### src/rtl/irq_pkg.sv
package irq_pkg;
    typedef enum logic [1:0] {
        ST_IDLE = 2'd0,
        ST_REQ  = 2'd1,
        ST_ACK  = 2'd2
    } irq_state_e;
endpackage

### src/rtl/irq_prio_encoder.sv
module irq_prio_encoder #(
    parameter int NUM_LVL = 7,
    parameter int LVL_W   = $clog2(NUM_LVL + 1)
) (
    input  logic [NUM_LVL-1:0] req,
    output logic [LVL_W-1:0]   lvl
);
    always_comb begin
        lvl = '0;
        for (int i = 0; i < NUM_LVL; i++) begin
            if (req[i]) lvl = LVL_W'(i + 1);
        end
    end
endmodule

### src/rtl/irq_mask_gate.sv
module irq_mask_gate #(
    parameter int NUM_LVL = 7,
    parameter int LVL_W   = $clog2(NUM_LVL + 1)
) (
    input  logic [LVL_W-1:0] lvl,
    input  logic [LVL_W-1:0] mask,
    output logic             take
);
    localparam logic [LVL_W-1:0] NMI_LVL = LVL_W'(NUM_LVL);

    always_comb begin
        take = (lvl != '0) && ((lvl == NMI_LVL) || (lvl > mask));
    end
endmodule

### src/rtl/irq_ack_decoder.sv
module irq_ack_decoder #(
    parameter int NUM_LVL = 7,
    parameter int LVL_W   = $clog2(NUM_LVL + 1),
    parameter int FC_W    = 3
) (
    input  logic               bus_cyc,
    input  logic [FC_W-1:0]    fc,
    input  logic [LVL_W-1:0]   addr_lvl,
    input  logic               active,
    input  logic [LVL_W-1:0]   lvl_q,
    output logic               ack_cycle,
    output logic               ack_valid,
    output logic [NUM_LVL-1:0] stb
);
    localparam logic [FC_W-1:0]  FC_ACK  = '1;
    localparam logic [LVL_W-1:0] MAX_LVL = LVL_W'(NUM_LVL);

    always_comb begin
        ack_cycle = bus_cyc && (fc == FC_ACK);
        ack_valid = ack_cycle && (addr_lvl != '0) && (addr_lvl <= MAX_LVL);
    end

    for (genvar g = 0; g < NUM_LVL; g++) begin : g_stb
        assign stb[g] = active && (lvl_q == LVL_W'(g + 1));
    end
endmodule

### src/rtl/irq_prio_ctrl.sv
module irq_prio_ctrl #(
    parameter int NUM_LVL = 7,
    parameter int FC_W    = 3,
    localparam int LVL_W  = $clog2(NUM_LVL + 1)
) (
    input  logic               clk,
    input  logic               rst_n,
    input  logic [NUM_LVL-1:0] irq_req,
    input  logic [LVL_W-1:0]   mask_lvl,
    input  logic               bus_cyc,
    input  logic [FC_W-1:0]    fc,
    input  logic [LVL_W-1:0]   addr_lvl,
    output logic [LVL_W-1:0]   ipl,
    output logic               int_take,
    output logic [NUM_LVL-1:0] ack_stb
);
    import irq_pkg::*;

    localparam logic [LVL_W-1:0] NMI_LVL = LVL_W'(NUM_LVL);
    localparam logic [FC_W-1:0]  FC_ACK  = '1;

    irq_state_e         state_q, state_d;
    logic [LVL_W-1:0]   ack_lvl_q, ack_lvl_d;
    logic [LVL_W-1:0]   ipl_q;
    logic [LVL_W-1:0]   enc_lvl;
    logic               take_ok;
    logic               ack_cycle, ack_valid;
    logic [NUM_LVL-1:0] stb_w;

    irq_prio_encoder #(.NUM_LVL(NUM_LVL), .LVL_W(LVL_W)) u_enc (
        .req (irq_req),
        .lvl (enc_lvl)
    );

    irq_mask_gate #(.NUM_LVL(NUM_LVL), .LVL_W(LVL_W)) u_gate (
        .lvl  (enc_lvl),
        .mask (mask_lvl),
        .take (take_ok)
    );

    irq_ack_decoder #(.NUM_LVL(NUM_LVL), .LVL_W(LVL_W), .FC_W(FC_W)) u_ackdec (
        .bus_cyc   (bus_cyc),
        .fc        (fc),
        .addr_lvl  (addr_lvl),
        .active    (state_q == ST_ACK),
        .lvl_q     (ack_lvl_q),
        .ack_cycle (ack_cycle),
        .ack_valid (ack_valid),
        .stb       (stb_w)
    );

    // Next-state logic
    always_comb begin
        state_d   = state_q;
        ack_lvl_d = ack_lvl_q;
        unique case (state_q)
            ST_IDLE, ST_REQ: begin
                if (ack_valid) begin
                    state_d   = ST_ACK;
                    ack_lvl_d = addr_lvl;
                end else begin
                    state_d = take_ok ? ST_REQ : ST_IDLE;
                end
            end
            ST_ACK: begin
                if (!ack_cycle) state_d = take_ok ? ST_REQ : ST_IDLE;
            end
            default: state_d = ST_IDLE;
        endcase
    end

    // State register
    always_ff @(posedge clk or negedge rst_n) begin
        if (!rst_n) begin
            state_q   <= ST_IDLE;
            ack_lvl_q <= '0;
            ipl_q     <= '0;
        end else begin
            state_q   <= state_d;
            ack_lvl_q <= ack_lvl_d;
            ipl_q     <= enc_lvl;
        end
    end

    // Outputs
    always_comb begin
        ipl      = ipl_q;
        int_take = (state_q == ST_REQ);
        ack_stb  = stb_w;
    end

    a_r6_one_strobe: assert property (@(posedge clk) disable iff (!rst_n)
        $onehot0(ack_stb))
        else $error("a_r6_one_strobe");

    a_r5_strobe_needs_ack_cycle: assert property (@(posedge clk) disable iff (!rst_n)
        (ack_stb != '0) |-> $past(bus_cyc && (fc == FC_ACK)))
        else $error("a_r5_strobe_needs_ack_cycle");

    a_r3_take_above_mask: assert property (@(posedge clk) disable iff (!rst_n)
        int_take |-> ((ipl != '0) && ((ipl == NMI_LVL) || (ipl > $past(mask_lvl)))))
        else $error("a_r3_take_above_mask");

    a_r7_no_take_in_ack: assert property (@(posedge clk) disable iff (!rst_n)
        (ack_stb != '0) |-> !int_take)
        else $error("a_r7_no_take_in_ack");

    a_r8_strobe_held: assert property (@(posedge clk) disable iff (!rst_n)
        ((ack_stb != '0) && ($past(ack_stb) != '0)) |-> $stable(ack_stb))
        else $error("a_r8_strobe_held");
endmodule

### config.mk
export PLATFORM = sky130hd
export DESIGN_NAME = irq_prio_ctrl
export DESIGN_NICKNAME = d
export VERILOG_FILES = /design/src/rtl/irq_pkg.sv /design/src/rtl/irq_prio_encoder.sv /design/src/rtl/irq_mask_gate.sv /design/src/rtl/irq_ack_decoder.sv /design/src/rtl/irq_prio_ctrl.sv
export SDC_FILE = /design/constraint.sdc
export NUM_CORES = 1
export LEC_CHECK = 0
export BUFFER_PORTS_ARGS = -buffer_cell sky130_fd_sc_hd__buf_2
export CAP_MARGIN = 20
export CELL_PAD_IN_SITES_DETAIL_PLACEMENT = 1
export CELL_PAD_IN_SITES_GLOBAL_PLACEMENT = 1
export CORE_UTILIZATION = 28
export DETAILED_ROUTE_END_ITERATION = 16
export PLACE_DENSITY = 0.73
export SLEW_MARGIN = 10
export SYNTH_ARGS = -nofsm -noshare
export SYNTH_HDL_FRONTEND = slang
export SYNTH_SLANG_ARGS = --single-unit
### constraint.sdc
create_clock -name clk -period 1.4 [get_ports clk]
set_input_delay 0.07 -clock clk [delete_from_list [all_inputs] [get_ports clk]]
set_output_delay 0.07 -clock clk [all_outputs]
set_load 0.01 [all_outputs]
==> flow_metrics.py, run 1 <==
metrics = {
    "run_status": {
        "outcome": "finished, final reports clean",
    },
    "floorplanning": {
        "io_pins": 30,
        "core-area_sq_um": 1594,
        "rows": 14,
        "dieArea_sq_um": 1965,
        "initial_utilization": 0.3148,
        "fp.dieH_um": 44.33,
        "die_x_um": 44.33,
    },
    "worst_setup_path": {
        "cp_data_arrival_time_ps": 1290,
        "critPathMaxStageDelay_ps": 410,
        "end_kind": "output port",
        "critPathSlowestCell": "or3b_4",
        "critical-path-top-delay-family": "simple AND/OR/NAND/NOR gates",
        "cp_data_required_time_ps": 1330,
        "path_max_fanout": 3,
        "critPathBufInv": 1,
        "crit_chain": "or3b_4 > nor2_1 > buf_2",
        "crit_type": "flop to output port",
        "startpoint_type": "flop",
    },
    "grt": {
        "grtUsageTotal": 0.1482,
        "grt_max_degree": 9,
        "grt_antenna_before_repair": 0,
        "grt_use_met2": 0.2294,
        "first_global_vias": 511,
        "grt_first_pass_wirelength_um": 2118,
        "grt_busiest_layer": "met2",
        "met3_usage": 0.02449,
        "grt_overflow": 0,
        "groute.layer.met1.usage": 0.1919,
    },
    "routing": {
        "drt-pass1-iter-count": 4,
        "vias": 520,
        "drc_errors": 0,
        "totalWireLength_um": 1211,
        "wl_per_cell_um": 10.72,
        "vias_per_cell": 4.602,
        "ant_nets": 0,
        "drt_iter0_markers": 2,
    },
    "synthesis": {
        "netlist.top_cell.by_area": "dfrtp_1",
        "syn_area_sq_um": 501.7,
        "synthesis.nets": 76,
        "yosys.area.top_type_share": 0.3990,
        "ys_warn_count": 0,
        "synth_seq_cells": 8,
        "avgSynthCellArea_sq_um": 9.291,
        "yosysSeqAreaShare": 0.3990,
        "ys_types": 22,
        "syn_inst": 54,
        "synth.area.top_cells": "dfrtp_1, nor2_1, ha_1",
    },
    "sta": {
        "setup_tns_ps": 0,
        "clock.fmax_mhz": 735.1,
        "relSlewSlack": 0.7531,
        "slew_violations": 0,
        "hold_viol": 0,
        "timing.final.crit_period_ps": 1360,
        "setup_ws_ps": 39.56,
        "finalCritPeriodShare": 0.9717,
        "tightest_slew_ps": 361.0,
        "setup_viol": 0,
        "rsz0062_at_grt": "true",
        "whs_ps": 42.46,
        "skew_ps": 7.927,
    },
    "finish": {
        "final_nets": 113,
        "final_common_cell": "buf_2",
        "fillers": 203,
        "fin_cells": 113,
        "area_growth_pct": 45.14,
        "diodes": 0,
        "multiInputGateArea_sq_um": 289.0,
        "final_cell_mix": "buf_2, nor2_1, dfrtp_1, inv_1, nand2b_1",
        "ff_latch_area_sq_um": 201.4,
        "drive_gt1_frac": 0.4831,
    },
    "clock_network": {
        "root_buffer": "clkbuf_4",
        "h-tree-depth": 1,
        "cts_tree": "done",
        "clk-insertion-delay-late_ps": 250,
        "clk_pin_slew_ps": 60,
        "cts_made_buffers": 3,
        "clockBufferDepth": 2,
        "cts.sinks": 8,
    },
    "power_and_ir_drop": {
        "ir_drop_mv": 0.4325,
        "power_leakage_nw": 0.3509,
        "powerDensity_nw_per_um2": 837.7,
    },
    "placement": {
        "dp.cells": 107,
        "port_buffers": 29,
        "post-place-ws_ps": -64.20,
        "place_hpwl_um": 1012,
        "gp_congestion": 0.7097,
    },
    "run": {
        "maxCapViolCount": 0,
    },
    "min_path": {
        "hold_path_class": "primary input to flop",
    },
}
sequential cells by signal (all words and copies together) (netlist names):
| name | cells |
|---|---|
| ack_lvl_q | 3 |
| state_q | 2 |
| ipl | 3 |
kinds of logic (layout without fill, tap and decap cells):
family / after synthesis / in the layout / share of synthesized area
AOI/OAI and AO/OA: 8 / 8 / 0.1172
DFF: 8 / 8 / 0.3990
adders and majority gates: 3 / 3 / 0.07482
buffers and inverters: 4 / 39 / 0.02992
muxes: 3 / 3 / 0.06733
and+or+nand+nor: 28 / 28 / 0.3117
per-layer routing:
metal | part of all wire | vias to the layer above
li1 | - | 267
met1 | 0.48 | 231
met2 | 0.47 | 20
met3 | 0.036 | 2
met4 | 0.017 | 0
met5 | 0 | -
power breakdown:
part           switching [W]  internal, W
clock              0.0000731    0.0000978
combinational      0.0000691    0.0000811
sequential         0.0000271     0.000262
final cells by class:
| class | count | share of cell area |
|---|---|---|
| clock buffer | 3 | 0.03093 |
| inverter | 4 | 0.02062 |
| multi-input combinational | 42 | 0.3969 |
| sequential | 8 | 0.2766 |
| tap | 24 | 0.04124 |
| timing repair buffer | 32 | 0.2337 |
worst paths after layout:
check                              from           end  slack, ps  cells after the start
max                        ack_lvl_q[1]    ack_stb[4]         40                      3
max in group asynchronous         rst_n    state_q[1]       1030                      2
max reg2reg                  state_q[1]  ack_lvl_q[0]         70                      3
min                          irq_req[5]        ipl[0]         40                      2
min reg2reg                ack_lvl_q[1]  ack_lvl_q[1]        560                      1
min in group asynchronous         rst_n    state_q[1]        190                      2
cells in the mapped netlist, drive strengths merged:
cell type,number
o2bb2ai,1
nand2b,4
nor4,3
o21ai,1
a2111oi,1
dfrtp,8
nor2b,1
nor2,11
o21ba,1
nand4,1
ha,3
nor3,3
o21bai,1
nand3b,1
a31oi,1
mux2,3
a211oi,1
or3b,1
a21oi,1
nand2,3
inv,4
per-stage QoR:
step                      instance area [sq um]    util   power, W
after floorplan                           501.7       -  0.0003683
after global placement                    676.9  0.4246  0.0004285
after detailed placement                  676.9  0.4246  0.0004353
after CTS                                 728.2  0.4568  0.0006239
after global routing                      728.2  0.4568  0.0006621
final                                     728.2  0.4568  0.0006100
what timing repair did:
action	in CTS	in global routing
hold buffers	1	0
setup endpoints to repair	3	2
pin swaps	0	2
gates resized for setup	2	0
setup buffers	2	0
hold endpoints to repair	8	0
Power figures use the tool's default switching activity.
==> run 2, diff against run 1 <==
Settings changed: ABC_AREA set to 1, PLACE_DENSITY 0.73 to 0.75.
==> flow_metrics.py, run 2 <==
metrics = {
    "worst_setup_path": {
        "critPathMaxStageDelay_ps": 380,
        "crit_chain": "inv_1 > or2_1 > nor2_1 > buf_2",
        "cp_data_arrival_time_ps": 1190,
        "path_max_fanout": 3,
        "startpoint_type": "flop",
        "critPathSlowestCell": "dfrtp_1",
        "end_kind": "output port",
        "crit_type": "flop to output port",
        "critical-path-top-delay-family": "flip-flops",
        "regToRegSetupSlack_ps": 450,
        "critPathBufInv": 2,
        "cp_data_required_time_ps": 1330,
    },
    "grt": {
        "grt_first_pass_wirelength_um": 2263,
        "grtUsageTotal": 0.1568,
        "grt_antenna_before_repair": 0,
        "grt_overflow": 0,
        "grt_max_degree": 9,
        "first_global_vias": 564,
    },
    "sta": {
        "hold_viol": 0,
        "tightest_slew_ps": 173.3,
        "finalCritPeriodShare": 0.9017,
        "setup_viol": 0,
        "slew_violations": 0,
        "rsz0062_at_grt": "false",
        "timing.final.crit_period_ps": 1262,
        "clock.fmax_mhz": 792.1,
        "skew_ps": 1.089,
        "relSlewSlack": 0.8845,
    },
    "finish": {
        "drive_gt1_frac": 0.3509,
        "fillers": 246,
        "final_nets": 138,
        "final_cell_mix": "buf_2, nand2_1, inv_1, nor2_1, dfrtp_1",
        "final_cell_area_sq_um": 769.5,
        "area_growth_pct": 39.77,
        "diodes": 0,
        "fin_cells": 139,
        "final_common_cell": "buf_2",
    },
    "floorplanning": {
        "core-area_sq_um": 1783,
        "dieArea_sq_um": 2147,
        "die_x_um": 46.34,
        "fp.dieH_um": 46.34,
        "rows": 15,
        "initial_utilization": 0.3088,
        "io_pins": 30,
    },
    "synthesis": {
        "yosysMostFrequentCell": "nand2_1",
        "yosysSeqAreaShare": 0.3636,
        "ys_warn_count": 0,
        "synth_top_family_by_area": "simple AND/OR/NAND/NOR gates",
        "netlist.top_cell.by_area": "dfrtp_1",
        "ys_types": 16,
        "synth-xor-area-share": 0,
        "synth.area.top_cells": "dfrtp_1, nand2_1, inv_1",
        "synthTopCellsByCount": "nand2_1, inv_1, nor2_1",
        "synth_mux_area_frac": 0,
        "async_flop_share": 1.000,
        "synthesis.nets": 102,
        "yosys.area.top_type_share": 0.3636,
        "synthAdderAreaFrac": 0.06818,
        "synth-simple-area-share": 0.3977,
        "syn_area_sq_um": 550.5,
        "synth_edf_count": 0,
        "avgSynthCellArea_sq_um": 6.882,
        "syn_inst": 80,
        "synth_seq_cells": 8,
        "synth-compound-area-share": 0.05455,
        "synth_flop_cell": "dfrtp_1",
    },
    "clock_network": {
        "root_buffer": "clkbuf_4",
        "clockBufferDepth": 2,
        "clk_pin_slew_ps": 50,
        "cts_setup_buffers": 0,
        "h-tree-depth": 1,
        "cts.sinks": 8,
        "cts_tree": "done",
        "cts_made_buffers": 3,
        "clk-insertion-delay-late_ps": 260,
    },
    "placement": {
        "dp.cells": 135,
        "place_hpwl_um": 1203,
        "gp_congestion": 0.7337,
        "placed_area_sq_um": 734.5,
        "port_buffers": 29,
    },
    "routing": {
        "drc_errors": 0,
        "drt-pass1-iter-count": 4,
        "vias": 604,
        "ant_nets": 0,
        "drt_iter0_markers": 5,
        "totalWireLength_um": 1339,
        "vias_per_cell": 4.345,
        "wl_per_cell_um": 9.633,
    },
    "power_and_ir_drop": {
        "ir_drop_mv": 0.3887,
        "power_leakage_nw": 0.4531,
        "powerDensity_nw_per_um2": 800.6,
    },
    "min_path": {
        "hold_path_class": "primary input to flop",
    },
    "run_status": {
        "outcome": "finished, final reports clean",
    },
    "run": {
        "maxCapViolCount": 0,
    },
}
[run 2: changes by cell type in the layout (fill, tap and decap cells not counted), sizes merged, moves of 2 or more]
cell and change:
nand2b -4, o21a +2, mux2 -3, nand2 +24, nor3 -2, nor4 -3, inv +13, nand3 +6
[run 2: cell type report]
cell class                 instances  area, sq um  share of cell area
timing repair buffer              31        162.7              0.2114
sequential                         8        200.2              0.2602
inverter                          17        63.81             0.08293
clock buffer                       3        22.52             0.02927
multi-input combinational         55        289.0              0.3756
tap                               25        31.28             0.04065
[run 2: kinds of logic after synthesis]
kind of cell / after synthesis
AOI/OAI and AO/OA: 5
buffers and inverters: 17
adders and majority gates: 3
and+or+nand+nor: 47
DFF: 8
[run 2: metrics by stage]
stage               TNS (ps)  setup slack (ps)  hold slack [ps]   power, W  utilization
finish                     0             137.6            49.04  0.0006160       0.4316
global route               0             27.13            49.70  0.0006717       0.4316
CTS                        0             61.12            44.13  0.0006283       0.4302
detailed placement    -1.000            -1.000           -81.18  0.0004409       0.4119
global placement           0             95.48           -81.53  0.0004303       0.4119
floorplan                  0             251.4           -225.6  0.0003747            -
[run 2: per-layer routing]
layer,global-route usage,routed length [um],part of all wire,vias up
li1,-,-,-,312
met1,0.1655,516,0.39,265
met2,0.2722,728,0.54,21
met3,0.01176,45,0.034,6
met4,0.1412,49,0.037,0
met5,0,0,0,-
[run 2: what timing repair did]
item                                    CTS  global route
endpoints found under the hold margin     8             0
resized for setup                         0             1
hold buffers                              1             0
endpoints found under the setup margin    0             4
[run 2: power breakdown]
group	switching, W	internal (W)
Sequential	0.0000214	0.000258
Clock	0.0000811	0.0000982
Combinational	0.0000884	0.0000691
Total	0.000191	0.000425
[run 2: path summary, 6_finish.rpt]
path,depth (start not counted),end,startpoint
worst max-delay path,4,ack_stb[5],ack_lvl_q[1]
worst min-delay path,2,ack_lvl_q[1],addr_lvl[1]
worst max register to register,3,ack_lvl_q[1],state_q[1]
worst min register to register,3,ack_lvl_q[2],ack_lvl_q[2]
max in group asynchronous,2,state_q[1],rst_n
min in group asynchronous,2,ack_lvl_q[0],rst_n
==> run 3, diff against run 2 <==
Settings changed: CTS_BUF_LIST set to sky130_fd_sc_hd__clkbuf_16, MAX_ROUTING_LAYER set to met4.
==> flow_metrics.py, run 3 (same netlist as run 2, synthesis figures left out) <==
metrics = {
    "placement": {
        "post-place-ws_ps": -1.000,
        "port_buffers": 29,
        "place_hpwl_um": 1203,
        "gp_congestion": 0.7427,
        "placed_area_sq_um": 734.5,
    },
    "sta": {
        "clock.fmax_mhz": 779.7,
        "timing.final.crit_period_ps": 1283,
        "tightest_slew_ps": 189.3,
        "slew_violations": 0,
        "whs_ps": 86.33,
        "setup_ws_ps": 117.4,
        "hold_viol": 0,
        "relSlewSlack": 0.8733,
        "rsz0062_at_grt": "false",
        "skew_ps": 0.2827,
        "finalCritPeriodShare": 0.9161,
        "setup_viol": 0,
    },
    "grt": {
        "grt_overflow": 0,
        "grt_busiest_layer": "met2",
        "grt_first_pass_wirelength_um": 2359,
        "met3_usage": 0.03922,
        "grt_use_met2": 0.3111,
        "grt_max_degree": 9,
        "first_global_vias": 582,
        "grt_antenna_before_repair": 0,
        "grtUsageTotal": 0.1721,
        "groute.layer.met1.usage": 0.1531,
    },
    "power_and_ir_drop": {
        "power_leakage_nw": 0.4765,
        "powerDensity_nw_per_um2": 1119,
        "ir_drop_mv": 0.5617,
        "power_w": 0.0009172,
    },
    "floorplanning": {
        "initial_utilization": 0.3088,
        "fp.dieH_um": 46.34,
        "rows": 15,
        "core-area_sq_um": 1783,
        "io_pins": 30,
        "die_x_um": 46.34,
        "dieArea_sq_um": 2147,
    },
    "routing": {
        "drt_iter0_markers": 3,
        "drt-pass1-iter-count": 2,
        "drc_errors": 0,
        "vias": 601,
        "vias_per_cell": 4.324,
        "ant_nets": 0,
        "totalWireLength_um": 1466,
        "wl_per_cell_um": 10.55,
    },
    "clock_network": {
        "cts.sinks": 8,
        "clk-insertion-delay-late_ps": 230,
        "cts_tree": "done",
        "cts_made_buffers": 3,
        "clk_pin_slew_ps": 40,
        "root_buffer": "clkbuf_16",
        "clockBufferDepth": 2,
        "h-tree-depth": 1,
    },
    "finish": {
        "final_cell_area_sq_um": 819.5,
        "final_common_cell": "buf_2",
        "final_nets": 138,
        "utilization": 0.4596,
        "area_growth_pct": 48.86,
        "final_cell_mix": "buf_2, nand2_1, inv_1, nor2_1, dfrtp_1",
        "diodes": 0,
        "drive_gt1_frac": 0.3421,
    },
    "worst_setup_path": {
        "end_kind": "output port",
        "cp_data_arrival_time_ps": 1210,
        "crit_type": "flop to output port",
        "path_max_fanout": 4,
        "startpoint_type": "flop",
        "cp_data_required_time_ps": 1330,
    },
    "run_status": {
        "outcome": "finished, final reports clean",
    },
    "run": {
        "maxCapViolCount": 0,
    },
    "min_path": {
        "hold_path_class": "primary input to flop",
    },
}
## run 3: cell counts in the layout (fill, tap and decap cells not counted)
Identical to the previous run, type by type.
## run 3: area by class of cell
cell class	count	area, sq um
Fill cell	237	963.4
Multi-Input combinational cell	55	286.5
Sequential cell	8	200.2
Timing Repair Buffer	31	162.7
Clock buffer	3	75.07
Inverter	17	63.81
Tap cell	25	31.28
## run 3: final timing paths
check	end	slack (ps)	startpoint	cells after the start
max	ack_stb[3]	120	state_q[1]	5
min	ack_lvl_q[1]	90	addr_lvl[1]	2
max reg2reg	ack_lvl_q[1]	440	state_q[1]	3
min reg2reg	state_q[1]	620	state_q[0]	3
max in group asynchronous	ack_lvl_q[1]	1030	rst_n	2
min in group asynchronous	ack_lvl_q[2]	210	rst_n	2
## run 3: routing by layer
layer,wire [um],up-vias
met5,0,-
met4,19,0
met3,52,2
met2,852,18
met1,541,272
li1,-,309
## run 3: power by group
part / total (W) / internal (W) / switching, W
combinational: 0.000161 / 0.0000691 / 0.0000921
clock: 0.000476 / 0.000368 / 0.000108
sequential: 0.000280 / 0.000259 / 0.0000213
total: 0.000917 / 0.000696 / 0.000222
## run 3: worst max-delay path, stage by stage, from the launching register on
cell and delay [ps]:
dfrtp_1 340, inv_1 70, nor2_1 170, nand2_1 150
nor3_2 110, buf_2 140
## run 3: repair_timing
item / CTS / global route
hold buffers: 1 / 0
buffers inserted: 0 / 0
endpoints found under the setup margin: 0 / 0
resized for setup: 0 / 0
hold endpoints to repair: 8 / 0
## run 3: stage by stage
stage	setup TNS, ps	instances
after detailed placement	-1.000	135
after global placement	0	135
final	0	139
after CTS	0	139
after floorplan	0	80
after global routing	0	139
